## src/rtl/mul_pkg.sv

```systemverilog
package mul_pkg;

    localparam int unsigned OP_W   = 32;
    localparam int unsigned PROD_W = 2 * OP_W;
    localparam int unsigned CNT_W  = $clog2(OP_W);

    typedef enum logic [1:0] {
        S_IDLE = 2'd0,
        S_RUN  = 2'd1,
        S_FIN  = 2'd2
    } mul_state_e;

    typedef struct packed {
        logic [PROD_W-1:0] mcand_sh;
        logic [OP_W-1:0]   mplier_sh;
        logic [PROD_W-1:0] acc;
        logic              neg;
    } mul_dp_t;

    // magnitude of an operand; unsigned mode passes it through
    function automatic logic [OP_W-1:0] op_mag(input logic [OP_W-1:0] v, input logic sgn);
        return (sgn && v[OP_W-1]) ? (~v + 1'b1) : v;
    endfunction

    function automatic logic [PROD_W-1:0] apply_sign(input logic [PROD_W-1:0] v, input logic neg);
        return neg ? (~v + 1'b1) : v;
    endfunction

endpackage

```

## src/rtl/mul_ctrl.sv

```systemverilog
module mul_ctrl
    import mul_pkg::*;
(
    input  logic clk,
    input  logic rst,
    input  logic start,
    output logic load,
    output logic step,
    output logic fin,
    output logic busy
);

    localparam logic [CNT_W-1:0] LAST = CNT_W'(OP_W - 1);

    mul_state_e       state;
    logic [CNT_W-1:0] cnt;

    assign busy = (state != S_IDLE);
    assign load = (state == S_IDLE) && start;
    assign step = (state == S_RUN);
    assign fin  = (state == S_FIN);

    always_ff @(posedge clk) begin
        if (rst) begin
            state <= S_IDLE;
            cnt   <= '0;
        end else begin
            unique case (state)
                S_IDLE: if (start) begin
                    state <= S_RUN;
                    cnt   <= '0;
                end
                S_RUN: begin
                    cnt <= cnt + 1'b1;
                    if (cnt == LAST) state <= S_FIN;
                end
                S_FIN:   state <= S_IDLE;
                default: state <= S_IDLE;
            endcase
        end
    end


    run_len_chk: assert property (@(posedge clk) disable iff (rst)
        (state == S_RUN && cnt != LAST) |=> (state == S_RUN));


    start_ignored_chk: assert property (@(posedge clk) disable iff (rst)
        (state == S_RUN && start && cnt != LAST) |=> (cnt == $past(cnt) + 1'b1));

endmodule

```

## src/rtl/mul_datapath.sv

```systemverilog
module mul_datapath
    import mul_pkg::*;
(
    input  logic              clk,
    input  logic              rst,
    input  logic              load,
    input  logic              step,
    input  logic [OP_W-1:0]   mag_a,
    input  logic [OP_W-1:0]   mag_b,
    input  logic              neg_in,
    output logic [PROD_W-1:0] acc,
    output logic              neg
);

    mul_dp_t dp;

    always_ff @(posedge clk) begin
        if (rst) begin
            dp <= '0;
        end else if (load) begin
            dp.mcand_sh  <= {{OP_W{1'b0}}, mag_a};
            dp.mplier_sh <= mag_b;
            dp.acc       <= '0;
            dp.neg       <= neg_in;
        end else if (step) begin
            if (dp.mplier_sh[0]) dp.acc <= dp.acc + dp.mcand_sh;
            dp.mcand_sh  <= dp.mcand_sh << 1;
            dp.mplier_sh <= dp.mplier_sh >> 1;
        end
    end

    assign acc = dp.acc;
    assign neg = dp.neg;


    acc_grow_chk: assert property (@(posedge clk) disable iff (rst)
        step |=> (dp.acc >= $past(dp.acc)));

endmodule

```

## src/rtl/mul_sign.sv

```systemverilog
module mul_sign
    import mul_pkg::*;
(
    input  logic              sign_mode,
    input  logic [OP_W-1:0]   op_a,
    input  logic [OP_W-1:0]   op_b,
    output logic [OP_W-1:0]   mag_a,
    output logic [OP_W-1:0]   mag_b,
    output logic              neg_out,
    input  logic [PROD_W-1:0] raw,
    input  logic              neg_q,
    output logic [PROD_W-1:0] fixed
);

    always_comb begin
        mag_a   = op_mag(op_a, sign_mode);
        mag_b   = op_mag(op_b, sign_mode);
        neg_out = sign_mode && (op_a[OP_W-1] ^ op_b[OP_W-1]);
        fixed   = apply_sign(raw, neg_q);
    end

endmodule

```

## src/rtl/seq_mul.sv

```systemverilog
module seq_mul
    import mul_pkg::*;
(
    input  logic            clk,
    input  logic            rst,
    input  logic            start,
    input  logic            sign_mode,
    input  logic [OP_W-1:0] mcand,
    input  logic [OP_W-1:0] mplier,
    output logic            busy,
    output logic            done,
    output logic [OP_W-1:0] prod_hi,
    output logic [OP_W-1:0] prod_lo
);

    logic              load, step, fin;
    logic [OP_W-1:0]   mag_a, mag_b;
    logic              neg_in, neg_q;
    logic [PROD_W-1:0] acc, fixed, result;

    mul_ctrl u_ctrl (
        .clk(clk), .rst(rst), .start(start),
        .load(load), .step(step), .fin(fin), .busy(busy)
    );

    mul_sign u_sign (
        .sign_mode(sign_mode), .op_a(mcand), .op_b(mplier),
        .mag_a(mag_a), .mag_b(mag_b), .neg_out(neg_in),
        .raw(acc), .neg_q(neg_q), .fixed(fixed)
    );

    mul_datapath u_dp (
        .clk(clk), .rst(rst), .load(load), .step(step),
        .mag_a(mag_a), .mag_b(mag_b), .neg_in(neg_in),
        .acc(acc), .neg(neg_q)
    );

    always_ff @(posedge clk) begin
        if (rst) begin
            result <= '0;
            done   <= 1'b0;
        end else begin
            done <= fin;
            if (fin) result <= fixed;
        end
    end

    assign prod_hi = result[PROD_W-1:OP_W];
    assign prod_lo = result[OP_W-1:0];


    done_excl_chk: assert property (@(posedge clk) disable iff (rst)
        done |-> !busy);


    done_pulse_chk: assert property (@(posedge clk) disable iff (rst)
        done |=> !done);


    result_hold_chk: assert property (@(posedge clk) disable iff (rst)
        ($past(!rst) && !done) |-> $stable({prod_hi, prod_lo}));


    accept_chk: assert property (@(posedge clk) disable iff (rst)
        (start && !busy) |=> busy);

endmodule

```

## config.mk

```make
export PLATFORM = sky130hd
export DESIGN_NAME = seq_mul
export DESIGN_NICKNAME = d
export VERILOG_FILES = /design/src/rtl/mul_pkg.sv /design/src/rtl/mul_ctrl.sv /design/src/rtl/mul_datapath.sv /design/src/rtl/mul_sign.sv /design/src/rtl/seq_mul.sv
export SDC_FILE = /design/constraint.sdc
export NUM_CORES = 1
export LEC_CHECK = 0
export ABC_AREA = 1
export BUFFER_PORTS_ARGS = -buffer_cell sky130_fd_sc_hd__buf_2
export CAP_MARGIN = 40
export CORE_MARGIN = 2
export CORE_UTILIZATION = 40
export CTS_CLUSTER_SIZE = 10
export DETAILED_ROUTE_END_ITERATION = 10
export MAX_ROUTING_LAYER = met4
export PLACE_DENSITY = 0.62
export SYNTH_ARGS = -nofsm -noshare
export SYNTH_HDL_FRONTEND = slang
export SYNTH_SLANG_ARGS = --single-unit
```

## constraint.sdc

```tcl
create_clock -name clk -period 2.7 [get_ports clk]
set_input_delay 0.27 -clock clk [delete_from_list [all_inputs] [get_ports clk]]
set_output_delay 0.27 -clock clk [all_outputs]
set_load 0.005 [all_outputs]
```

==> impl_metrics.csv <==
group,metric,value,unit
cts,clk_pin_slew,0.06,ns
yosys,synth_cells,3270,
cts,cts.sinks,233,
final_layout,final_common_cell,"nand2_1",
yosys,ys_seq_elements,233,
flow_run,drv_cap,0,
critical_path,cp_cell_sequence,"ha_1 > fa_1 > nand3_1 > nand3_1 > nand3_1 > nand3_1 > nand2_1 > nand2_1 > nand2_1 > nand2_1 > nand2_1 > nand3_1 > nand2_1 > inv_1",
critical_path,crit_slowest_cell,"fa_1",
cts,ctsResizeCount,0,
cts,post_cts_buffers,0,
drt,totalWireLength,62100,microns
yosys,syn_area,18500,sq um
power,total_power,8.77,mW
floorplanning,start_util,40.7,%
final_layout,nNetsFinal,3512,
critical_path,path_delay_family,"simple AND/OR/NAND/NOR gates",
cts,cts_made_buffers,29,
yosys,synthFlopType,"dfxtp_1",
global_route,grt_pass1_wl,97600,microns
sta,setup_violations,0,
final_layout,drive_gt1_share,8.39,%
final_layout,layout_common_cells,"1,061 x nand2_1, 575 x inv_1, 327 x nor2_1",
cts,root_buffer,"clkbuf_16",
hold_path,hold_start,"mplier[31]",
drt,postRouteAntennaNets,0,
sta,finalCriticalPeriod,2.41,ns
critical_path,cpMostUsedCell,"nand2_1",
drt,dr_total_vias,19982,
drt,viasPerCell,5.01,
placed_design,gp_congestion,0.973,
final_layout,fillCellCount,5055,
global_route,grt_max_degree,117,
sta,fmax,414,MHz
floorplanning,die-width,219,microns
critical_path,slowest_delay,0.48,ns
sta,slew_headroom,46.4,%
cts,worstSkewPairLatency,0.58,ns
sta,fin_worst_skew,0.0276,ns
critical_path,crit_path_start_kind,"flop",
cts,ctsHtreeMaxLevel,1,
run_status,status,"finished, final reports clean",
sta,hold_violations,0,
floorplanning,rows,78,
floorplanning,die_h,219,microns
floorplanning,core_area,45500,sq um
critical_path,path_class,"reg2reg",
drt,wire_per_inst,15.6,microns
critical_path,crit_fanout,4,
power,peakVddDrop,506,uV
cts,clk_path_buf_depth,3,
global_route,overflow,0,
global_route,antenna_found_initial,3,
drt,drcViolationCount,0,
yosys,syn_nets,3407,
hold_path,hp-class,"in2reg",
yosys,synth_edf_count,0,
cts,cts_tree,"done",
power,power.density,422,nW/um^2
sta,setup-tns-final,0,ns
power,p_leak,11.1,nW
yosys,synth_top_family_by_area,"simple AND/OR/NAND/NOR gates",
yosys,muxShareOfSynthArea,0,%
floorplanning,dieArea,48000,sq um
global_route,grt_pass1_vias,18059,
yosys,syn_avg_cell_area,5.65,sq um
yosys,seq_area_frac_synth,25.2,%
yosys,synthSimpleGateAreaFrac,39.2,%
sta,worst_pin_slew,0.804,ns
critical_path,worstPathArrival,2.87,ns
sta,min_period_over_period,89.4,%
yosys,yosysWarnings,0,
final_layout,area_growth,12.2,%
critical_path,crit_required,3.16,ns
critical_path,critical_path_buf_inv_count,1,
critical_path,cp-end-kind,"flop",
critical_path,r2r-start,"u_dp.acc[0]$_SDFFE_PP0P_",
yosys,synthAdderAreaFrac,4.71,%
yosys,synthXorXnorAreaFrac,2.08,%
floorplanning,io_pins,134,
sta,rsz0062_at_grt,"no",
cts,cts_hold_buf,3,
yosys,synthDistinctLibCells,46,
sta,slew_viol_final,0,
placed_design,io_buffers,133,
global_route,track_usage,26.6,%
placed_design,dp_hpwl,49900,microns
drt,drt_iter0_drc,1615,
critical_path,cp-startpoint,"u_dp.acc[0]$_SDFFE_PP0P_",
yosys,synth_compound_area_share,14.5,%
yosys,synthArstFlopShare,0,%
drt,drt_pass1_iterations,5,
[flip-flops by register name, summed over array words and instances, names as in the netlist]
name and flops:
result 64, u_dp.neg 1, u_ctrl.state 2, u_dp.dp 96, done 1, u_ctrl.cnt 5
u_dp.acc 64
[power by group]
part | internal, mW | leakage, nW | switching [mW]
sequential | 3.54 | 1.89 | 0.105
clock | 2.12 | 0.424 | 1.52
combinational | 0.482 | 8.81 | 1.00
[routing by layer]
metal  vias to the layer above  global-route usage [%]  part of all wire [%]
met4                         0                    8.65                   3.3
met2                       594                    41.1                    43
met5                         -                       -                     0
met1                      8815                    36.3                    48
li1                      10477                       -                     -
met3                        96                    2.65                   6.2
[through the flow]
stage / hold slack (ns) / setup WS (ns) / utilization, % / area (sq um) / cells
after global routing: 0.0246 / 0.0317 / 45.6 / 20800 / 3989
after global placement: 0.457 / 0.318 / 43.7 / 19900 / 3941
after floorplan: 0.419 / 0.768 / - / 18500 / 3270
after CTS: 0.00192 / 0.313 / 45.6 / 20700 / 3986
after detailed placement: 0.463 / 0.321 / 43.7 / 19900 / 3941
final: 0.0235 / 0.286 / 45.6 / 20800 / 3989
[path summary, 6_finish.rpt]
path                                      to  slack, ns  cells past startpoint
setup / recovery   u_dp.acc[52]$_SDFFE_PP0P_       0.29                     14
hold / removal      u_dp.dp[96]$_SDFFE_PP0P_       0.02                      3
setup reg to reg   u_dp.acc[52]$_SDFFE_PP0P_       0.29                     14
hold reg to reg   u_ctrl.cnt[3]$_SDFFE_PP0P_       0.47                      2
[synth_stat cells, types with 4 or more instances]
cell type  number  area (sq um)
nor3_1         32           160
xor2_1         33           289
buf_1          23          86.3
o21ai_1        24           120
nand4_1        32           200
xnor2_1        11          96.3
nor2_4          4          45.0
dfxtp_1       233          4660
nand3_2         7          70.1
and2_1          4          25.0
nand2_1      1062          3990
a22oi_1        50           375
or2_2          12          75.1
o21bai_1        7          52.6
inv_1         577          2170
inv_2          16          60.1
buf_2          19          95.1
o211ai_1       31           233
nor2_1        328          1230
ha_1           68           851
nand3b_1        7          52.6
a31oi_1        15          93.8
nand3_1       222          1110
o221ai_1        4          35.0
clkbuf_1       55           206
and3_1          5          31.3
o21ai_0       103           515
nand2_2         6          37.5
a21oi_1       232          1160
nor2_2         18           113
[worst min-delay path, stage by stage]
cell and delay [ns]:
buf_2 0.13, nand4_1 0.09, a21oi_1 0.06
[cell type report]
class	instances	area [sq um]	share of cell area, %
inverters	596	2240	10.8
clock inverters	6	58.8	0.283
flip-flops and latches	233	4670	22.5
well taps	600	751	3.62
multi-input cells	2344	11200	54.0
clock buffers	36	792	3.82
repair buffers	171	1020	4.93
diodes	3	7.51	0.0362
[kinds of logic (layout without fill, tap and decap cells)]
family / count (synthesis) / after routing
compound gates: 478 / 478
xor+xnor: 44 / 44
fa+ha+maj: 69 / 69
buf+inv: 693 / 809
flops: 233 / 233
other cells: 0 / 3
simple gates: 1753 / 1753
Power figures use the tool's default switching activity.
